$ cat config.mk
export PLATFORM = sky130hd
export DESIGN_NAME = dbk_edge_filter
export DESIGN_NICKNAME = d
export VERILOG_FILES = /design/src/rtl/dbk_pkg.sv /design/src/rtl/dbk_gate.sv /design/src/rtl/dbk_side.sv /design/src/rtl/dbk_edge_filter.sv
export SDC_FILE = /design/constraint.sdc
export NUM_CORES = 1
export LEC_CHECK = 0
export BUFFER_PORTS_ARGS = -buffer_cell sky130_fd_sc_hd__clkbuf_2
export CAP_MARGIN = 40
export CORE_AREA = 4 4 138 272
export DETAILED_ROUTE_END_ITERATION = 16
export DIE_AREA = 0 0 142 276
export PLACE_DENSITY_LB_ADDON = 0.12
export SYNTH_ARGS = -nofsm -noshare
export SYNTH_HDL_FRONTEND = slang
export SYNTH_HIERARCHICAL = 1
export SYNTH_SLANG_ARGS = --single-unit
$ cat constraint.sdc
create_clock -name clk -period 11.05 [get_ports clk]
set_input_delay 2.21 -clock clk [delete_from_list [all_inputs] [get_ports clk]]
set_output_delay 2.21 -clock clk [all_outputs]
set_load 0.005 [all_outputs]
$ cat src/rtl/dbk_pkg.sv
package dbk_pkg;
   typedef enum logic [1:0] {
      DBK_OFF    = 2'd0,
      DBK_NORMAL = 2'd1,
      DBK_STRONG = 2'd2
   } dbk_mode_e;
endpackage

$ cat src/rtl/dbk_gate.sv
// Stage 1: threshold decisions, clipped edge correction, registered.
module dbk_gate
   import dbk_pkg::*;
#(
   parameter int SW  = 8,
   parameter int TCW = 5,
   parameter int DW  = SW + 5
) (
   input  logic                 clk,
   input  logic                 rst_n,
   input  logic                 in_valid,
   input  logic [4*SW-1:0]      in_p,
   input  logic [4*SW-1:0]      in_q,
   input  logic [2:0]           in_bs,
   input  logic                 in_chroma,
   input  logic [SW-1:0]        in_alpha,
   input  logic [SW-1:0]        in_beta,
   input  logic [TCW-1:0]       in_tc0,
   output logic                 s_valid,
   output logic [4*SW-1:0]      s_p,
   output logic [4*SW-1:0]      s_q,
   output dbk_mode_e            s_mode,
   output logic                 s_chroma,
   output logic                 s_p_ok,
   output logic                 s_q_ok,
   output logic                 s_strong_ok,
   output logic signed [DW-1:0] s_delta,
   output logic [TCW-1:0]       s_tc0
);
   localparam logic signed [DW-1:0] C4 = DW'(4);

   function automatic logic [SW-1:0] absd(input logic [SW-1:0] x, input logic [SW-1:0] y);
      return (x > y) ? (x - y) : (y - x);
   endfunction

   function automatic logic signed [DW-1:0] ext(input logic [SW-1:0] v);
      return $signed({{(DW-SW){1'b0}}, v});
   endfunction

   logic [SW-1:0]        p0, p1, p2, q0, q1, q2;
   logic [SW-1:0]        step;
   logic                 open, p_ok, q_ok, strong_ok;
   logic [TCW:0]         tc;
   logic signed [DW-1:0] tcs, raw, dlt;
   dbk_mode_e            mode;

   assign p0 = in_p[0 +: SW];
   assign p1 = in_p[SW +: SW];
   assign p2 = in_p[2*SW +: SW];
   assign q0 = in_q[0 +: SW];
   assign q1 = in_q[SW +: SW];
   assign q2 = in_q[2*SW +: SW];

   assign step      = absd(p0, q0);
   assign open      = (step < in_alpha) && (absd(p1, p0) < in_beta) && (absd(q1, q0) < in_beta);
   assign p_ok      = absd(p2, p0) < in_beta;
   assign q_ok      = absd(q2, q0) < in_beta;
   assign strong_ok = {1'b0, step} < ({2'b00, in_alpha[SW-1:2]} + (SW+1)'(2));

   always_comb begin
      if (in_chroma) tc = {1'b0, in_tc0} + (TCW+1)'(1);
      else           tc = {1'b0, in_tc0} + (TCW+1)'(p_ok) + (TCW+1)'(q_ok);
      tcs = $signed({{(DW-TCW-1){1'b0}}, tc});
      raw = ((((ext(q0) - ext(p0)) <<< 2) + (ext(p1) - ext(q1))) + C4) >>> 3;
      if (raw > tcs)       dlt = tcs;
      else if (raw < -tcs) dlt = -tcs;
      else                 dlt = raw;
      if (in_bs == 3'd0 || !open) mode = DBK_OFF;
      else if (in_bs[2])          mode = DBK_STRONG;
      else                        mode = DBK_NORMAL;
   end

   always_ff @(posedge clk) begin
      if (!rst_n) begin
         s_valid     <= 1'b0;
         s_p         <= '0;
         s_q         <= '0;
         s_mode      <= DBK_OFF;
         s_chroma    <= 1'b0;
         s_p_ok      <= 1'b0;
         s_q_ok      <= 1'b0;
         s_strong_ok <= 1'b0;
         s_delta     <= '0;
         s_tc0       <= '0;
      end else begin
         s_valid     <= in_valid;
         s_p         <= in_p;
         s_q         <= in_q;
         s_mode      <= mode;
         s_chroma    <= in_chroma;
         s_p_ok      <= p_ok;
         s_q_ok      <= q_ok;
         s_strong_ok <= strong_ok;
         s_delta     <= dlt;
         s_tc0       <= in_tc0;
      end
   end

   AST_DELTA_BOUND: assert property (@(posedge clk) disable iff (!rst_n)
      (s_delta <= $signed(DW'(s_tc0) + DW'(2))) && (s_delta >= -$signed(DW'(s_tc0) + DW'(2))));
endmodule

$ cat src/rtl/dbk_side.sv
// One side of the edge: applies normal or strong forms to a0..a2.
module dbk_side
   import dbk_pkg::*;
#(
   parameter int SW  = 8,
   parameter int TCW = 5,
   parameter int DW  = SW + 5
) (
   input  logic                 clk,
   input  logic                 rst_n,
   input  logic [4*SW-1:0]      a_in,
   input  logic [SW-1:0]        b0,
   input  logic [SW-1:0]        b1,
   input  dbk_mode_e            mode,
   input  logic                 chroma,
   input  logic                 side_ok,
   input  logic                 strong_ok,
   input  logic signed [DW-1:0] delta,
   input  logic [TCW-1:0]       tc0,
   output logic [4*SW-1:0]      a_out
);
   localparam int MAXI = (1 << SW) - 1;
   localparam logic signed [DW-1:0] VMAX = DW'(MAXI);
   localparam logic signed [DW-1:0] C1 = DW'(1);
   localparam logic signed [DW-1:0] C2 = DW'(2);
   localparam logic signed [DW-1:0] C4 = DW'(4);

   function automatic logic signed [DW-1:0] ext(input logic [SW-1:0] v);
      return $signed({{(DW-SW){1'b0}}, v});
   endfunction

   function automatic logic [SW-1:0] sat(input logic signed [DW-1:0] v);
      if (v < 0)         return '0;
      else if (v > VMAX) return SW'(MAXI);
      else               return v[SW-1:0];
   endfunction

   logic signed [DW-1:0] x0, x1, x2, x3, y0, y1, tcs, d1;

   assign x0  = ext(a_in[0 +: SW]);
   assign x1  = ext(a_in[SW +: SW]);
   assign x2  = ext(a_in[2*SW +: SW]);
   assign x3  = ext(a_in[3*SW +: SW]);
   assign y0  = ext(b0);
   assign y1  = ext(b1);
   assign tcs = $signed({{(DW-TCW){1'b0}}, tc0});

   always_comb begin
      d1 = (x2 + ((x0 + y0 + C1) >>> 1) - (x1 <<< 1)) >>> 1;
      if (d1 > tcs)       d1 = tcs;
      else if (d1 < -tcs) d1 = -tcs;
      a_out = a_in;
      case (mode)
         DBK_NORMAL: begin
            a_out[0 +: SW] = sat(x0 + delta);
            if (!chroma && side_ok) a_out[SW +: SW] = sat(x1 + d1);
         end
         DBK_STRONG: begin
            if (!chroma && side_ok && strong_ok) begin
               a_out[0 +: SW]    = sat((x2 + (x1 <<< 1) + (x0 <<< 1) + (y0 <<< 1) + y1 + C4) >>> 3);
               a_out[SW +: SW]   = sat((x2 + x1 + x0 + y0 + C2) >>> 2);
               a_out[2*SW +: SW] = sat(((x3 <<< 1) + x2 + (x2 <<< 1) + x1 + x0 + y0 + C4) >>> 3);
            end else begin
               a_out[0 +: SW]    = sat(((x1 <<< 1) + x0 + y1 + C2) >>> 2);
            end
         end
         default: ;
      endcase
   end

   AST_P1_HELD: assert property (@(posedge clk) disable iff (!rst_n)
      (mode == DBK_NORMAL && !side_ok) |-> (a_out[SW +: SW] == a_in[SW +: SW]));
   AST_CHROMA_EDGE_ONLY: assert property (@(posedge clk) disable iff (!rst_n)
      chroma |-> (a_out[4*SW-1:SW] == a_in[4*SW-1:SW]));
endmodule

$ cat src/rtl/dbk_edge_filter.sv
module dbk_edge_filter
   import dbk_pkg::*;
#(
   parameter int SW  = 8,
   parameter int TCW = 5
) (
   input  logic              clk,
   input  logic              rst_n,
   input  logic              in_valid,
   input  logic [4*SW-1:0]   in_p,
   input  logic [4*SW-1:0]   in_q,
   input  logic [2:0]        in_bs,
   input  logic              in_chroma,
   input  logic [SW-1:0]     in_alpha,
   input  logic [SW-1:0]     in_beta,
   input  logic [TCW-1:0]    in_tc0,
   output logic              out_valid,
   output logic [4*SW-1:0]   out_p,
   output logic [4*SW-1:0]   out_q,
   output logic              out_changed
);
   localparam int DW = SW + 5;

   if (SW < 4 || TCW < 2 || TCW + 2 > SW) begin : g_bad_params
      $error("dbk_edge_filter: SW must be >= 4 and TCW in 2..SW-2");
   end

   logic                 s_valid, s_chroma, s_p_ok, s_q_ok, s_strong_ok;
   logic [4*SW-1:0]      s_p, s_q;
   dbk_mode_e            s_mode;
   logic signed [DW-1:0] s_delta;
   logic [TCW-1:0]       s_tc0;
   logic [4*SW-1:0]      side_out [2];

   dbk_gate #(.SW(SW), .TCW(TCW), .DW(DW)) gate_i (
      .clk(clk), .rst_n(rst_n), .in_valid(in_valid), .in_p(in_p), .in_q(in_q),
      .in_bs(in_bs), .in_chroma(in_chroma), .in_alpha(in_alpha), .in_beta(in_beta),
      .in_tc0(in_tc0), .s_valid(s_valid), .s_p(s_p), .s_q(s_q), .s_mode(s_mode),
      .s_chroma(s_chroma), .s_p_ok(s_p_ok), .s_q_ok(s_q_ok), .s_strong_ok(s_strong_ok),
      .s_delta(s_delta), .s_tc0(s_tc0)
   );

   for (genvar g = 0; g < 2; g++) begin : g_side
      dbk_side #(.SW(SW), .TCW(TCW), .DW(DW)) side_i (
         .clk       (clk),
         .rst_n     (rst_n),
         .a_in      ((g == 0) ? s_p : s_q),
         .b0        ((g == 0) ? s_q[0 +: SW] : s_p[0 +: SW]),
         .b1        ((g == 0) ? s_q[SW +: SW] : s_p[SW +: SW]),
         .mode      (s_mode),
         .chroma    (s_chroma),
         .side_ok   ((g == 0) ? s_p_ok : s_q_ok),
         .strong_ok (s_strong_ok),
         .delta     ((g == 0) ? s_delta : -s_delta),
         .tc0       (s_tc0),
         .a_out     (side_out[g])
      );
   end

   always_ff @(posedge clk) begin
      if (!rst_n) begin
         out_valid   <= 1'b0;
         out_p       <= '0;
         out_q       <= '0;
         out_changed <= 1'b0;
      end else begin
         out_valid   <= s_valid;
         out_p       <= side_out[0];
         out_q       <= side_out[1];
         out_changed <= (side_out[0] != s_p) || (side_out[1] != s_q);
      end
   end

   // Checks on the port-level behaviour, armed two cycles after reset.
   logic [1:0] arm;
   logic       big_step;
   always_ff @(posedge clk) begin
      if (!rst_n)          arm <= 2'd0;
      else if (arm != 2'd2) arm <= arm + 2'd1;
   end
   assign big_step = ((in_p[0 +: SW] > in_q[0 +: SW]) ? (in_p[0 +: SW] - in_q[0 +: SW])
                                                      : (in_q[0 +: SW] - in_p[0 +: SW])) >= in_alpha;

   AST_RESET_IDLE: assert property (@(posedge clk) (arm == 2'd0) |-> !out_valid);
   AST_LATENCY: assert property (@(posedge clk) disable iff (!rst_n)
      (arm == 2'd2) |-> (out_valid == $past(in_valid, 2)));
   AST_BS_ZERO_PASS: assert property (@(posedge clk) disable iff (!rst_n)
      (arm == 2'd2 && $past(in_valid && in_bs == 3'd0, 2)) |->
      (out_p == $past(in_p, 2) && out_q == $past(in_q, 2)));
   AST_STEP_PASS: assert property (@(posedge clk) disable iff (!rst_n)
      (arm == 2'd2 && $past(in_valid && big_step, 2)) |-> !out_changed);
   AST_OUTER_FIXED: assert property (@(posedge clk) disable iff (!rst_n)
      (arm == 2'd2 && $past(in_valid, 2)) |->
      (out_p[3*SW +: SW] == $past(in_p[3*SW +: SW], 2) &&
       out_q[3*SW +: SW] == $past(in_q[3*SW +: SW], 2)));
   AST_FLAG_MATCH: assert property (@(posedge clk) disable iff (!rst_n)
      (arm == 2'd2 && $past(in_valid, 2)) |->
      (out_changed == ((out_p != $past(in_p, 2)) || (out_q != $past(in_q, 2)))));
endmodule

==> impl_metrics.json <==
{
  "core_area_sq_um": 35700,
  "h-tree-depth": 4,
  "worst_ep_arrival_time_ns": 10.70,
  "fin_crit_sh_pct": 93.7,
  "ys_warn_count": 6,
  "fin_skew_ns": 0.0134,
  "fmax_mhz": 96.6,
  "die_area_sq_um": 39200,
  "first_global_vias": 21300,
  "vias_per_cell": 6.42,
  "synth_common_cells": "354 x ha_1, 258 x inv_1, 176 x nor2_1",
  "cts_buffer_depth": 2,
  "num_rows": 98,
  "netlist_instances": 2566,
  "pre_cts_slack_ns": 0.682,
  "fin_crit_ns": 10.35,
  "root_buffer": "clkbuf_16",
  "routed_wl_mm": 81.7,
  "synth_area_leader_cell": "ha_1",
  "synth_seq_area_share_pct": 13.8,
  "ir_worst_vdd_uv": 175,
  "yosysTopAreaCellShare_pct": 19.8,
  "cpMaxStageDelayCell": "dfxtp_1",
  "fillers": 3045,
  "crit_required_ns": 11.40,
  "critPathLaunchType": "register",
  "path_max_fanout": 13,
  "rsz0062_at_grt": "no",
  "clk-insertion-delay-late_ns": 0.46,
  "synth_area_leaders": "ha_1 20%, fa_1 16%, dfxtp_1 14%, xnor2_1 5.2%, inv_1 4.3%",
  "gr-usage-all-layers_pct": 41.5,
  "final_nets": 3333,
  "routedWlPerCell_um": 25.7,
  "detail-route-antenna-nets": 0,
  "yosysMostFrequentCell": "ha_1",
  "synth_ff_type": "dfxtp_1",
  "synth_fp_nets": 3186,
  "hold_viol_final": 0,
  "grt-ovfl-total": 0,
  "report.final.setup_viol": 0,
  "synth.distinct_cells": 101,
  "cts_setup_buffers": 0,
  "io_buffer_count": 157,
  "grt_pass1_wl_mm": 122,
  "drv_cap": 0,
  "start_util_pct": 62.8,
  "drive_gt1_share_pct": 11.6,
  "leakage_uw": 0.0118,
  "synth.avg_cell_area_sq_um": 8.74,
  "grt_max_degree": 100,
  "path_class": "reg -> reg",
  "critPathCaptureType": "register",
  "hold_path_class": "reg -> reg",
  "ys_ff_latch": 155,
  "die_x_um": 142,
  "area_growth_pct": 8.64,
  "synth_edf_count": 0,
  "layout_setup_ws_ns": 0.699,
  "status": "completed",
  "max_stage_delay_ns": 0.54,
  "chipHeight_um": 276,
  "cts_sinks": 155,
  "antenna_found_initial": 1,
  "drtPass1Iterations": 6,
  "cts_buffers": 17,
  "powerDensity_nw_per_um2": 182,
  "synth_area_sq_um": 22400,
  "io_pins": 158,
  "reg2reg_slack_ns": 0.70,
  "tritoncts": "done",
  "dr.first_iter.drc_count": 1432,
  "route.detailed.drc": 0,
  "place.gp.congestion": 1.10,
  "clk_pin_slew_worst_paths_ns": 0.07,
  "async_reset_ff_share_pct": 0,
  "report.final.slew_viol_count": 0,
  "setup_tns_ns": 0,
  "vias": 20402,
  "slew_headroom_pct": 33.9,
  "hpwl_mm": 67.4,
  "tightest_slew_ns": 0.984
}
[report_power, final]
group	switching (uW)	internal, uW	total, uW
sequential	136	615	751
clock	260	362	622
combinational	1810	1250	3060
[worst paths after layout]
kind                       start           to  depth (start not counted)
setup / recovery   gate_i/s_p[1]  out_changed                         43
hold / removal    gate_i/s_valid    out_valid                          1
setup reg to reg   gate_i/s_p[1]  out_changed                         43
hold reg to reg   gate_i/s_valid    out_valid                          1
[layout by cell type, fill, tap and decap left out, types with 76 or more instances in the layout]
cell      synthesis  final
xnor2_1         133    133
inv_1           258    258
dfxtp_1         155    154
clkbuf_2          1    157
and2_1          107    107
nand2_1         116    116
o21ai_0          94     94
fa_1            174    174
a21oi_1         139    138
nor2_1          176    176
ha_1            354    354
xor2_1           76     76
[metrics by stage]
step           util (%)  hold slack, ns  instance area (sq um)  total power (uW)  std cells
2_1_floorplan         -           0.412                  22400              2880       2566
3_3_place_gp       66.5           0.413                  23700              3620       3142
3_5_place_dp       66.5           0.430                  23700              3720       3144
4_1_cts            68.2           0.445                  24300              4360       3174
5_1_grt            68.3           0.446                  24400              4750       3174
6_report           68.3           0.444                  24400              4430       3176
[state kept, by name, summed over array words and instances (netlist names)]
register	flops
gate_i/s_p	32
gate_i/s_q	32
out_p	32
out_q	32
gate_i/s_delta	13
gate_i/s_tc0	5
gate_i/s_mode	2
gate_i/s_chroma	1
gate_i/s_p_ok	1
gate_i/s_q_ok	1
gate_i/s_strong_ok	1
gate_i/s_valid	1
out_changed	1
out_valid	1
[final cells by class]
| class | count | area, sq um | share of cell area (%) |
|---|---|---|---|
| Multi-Input combinational cell | 2074 | 18000 | 73.8 |
| Sequential cell | 155 | 3100 | 12.7 |
| Timing Repair Buffer | 201 | 1120 | 4.58 |
| Inverter | 264 | 991 | 4.07 |
| Tap cell | 450 | 563 | 2.31 |
| Clock buffer | 18 | 439 | 1.80 |
| Clock inverter | 12 | 163 | 0.668 |
| Antenna cell | 2 | 5.00 | 0.0205 |
[critical path, delay by kind of cell (launching register included)]
family                   cells  cell delay, ns
XOR/XNOR                     2            0.34
AO/OA/AOI/OAI               23            5.11
buffers and inverters        3            0.43
adder cells (fa/ha/maj)      5            1.68
multiplexers                 1            0.24
flip-flops                   1            0.54
AND/OR/NAND/NOR              9            1.89
[timing repair]
item,CTS,global route
gates resized for setup,0,3
endpoints found under the setup margin,0,1
hold buffers,0,0
[logic make-up (layout without fill, tap and decap cells)]
kind of cell	after synthesis	count (layout)	share of synthesized area [%]
AND/OR/NAND/NOR	681	681	15.6
flip-flops	155	155	13.8
other	0	2	0
AO/OA/AOI/OAI	604	604	18.6
buffers and inverters	337	495	6.04
XOR/XNOR	210	210	8.24
multiplexers	51	51	2.39
adder cells (fa/ha/maj)	528	528	35.3
[per-layer routing]
metal,vias to the layer above,wire length (um),global-route usage [%]
met2,1055,40300,72.2
met3,475,5160,7.30
met4,0,11400,44.1
met1,9664,24800,37.7
met5,-,0,0
li1,9208,-,-
No activity file was read; power rests on OpenSTA's default activity.
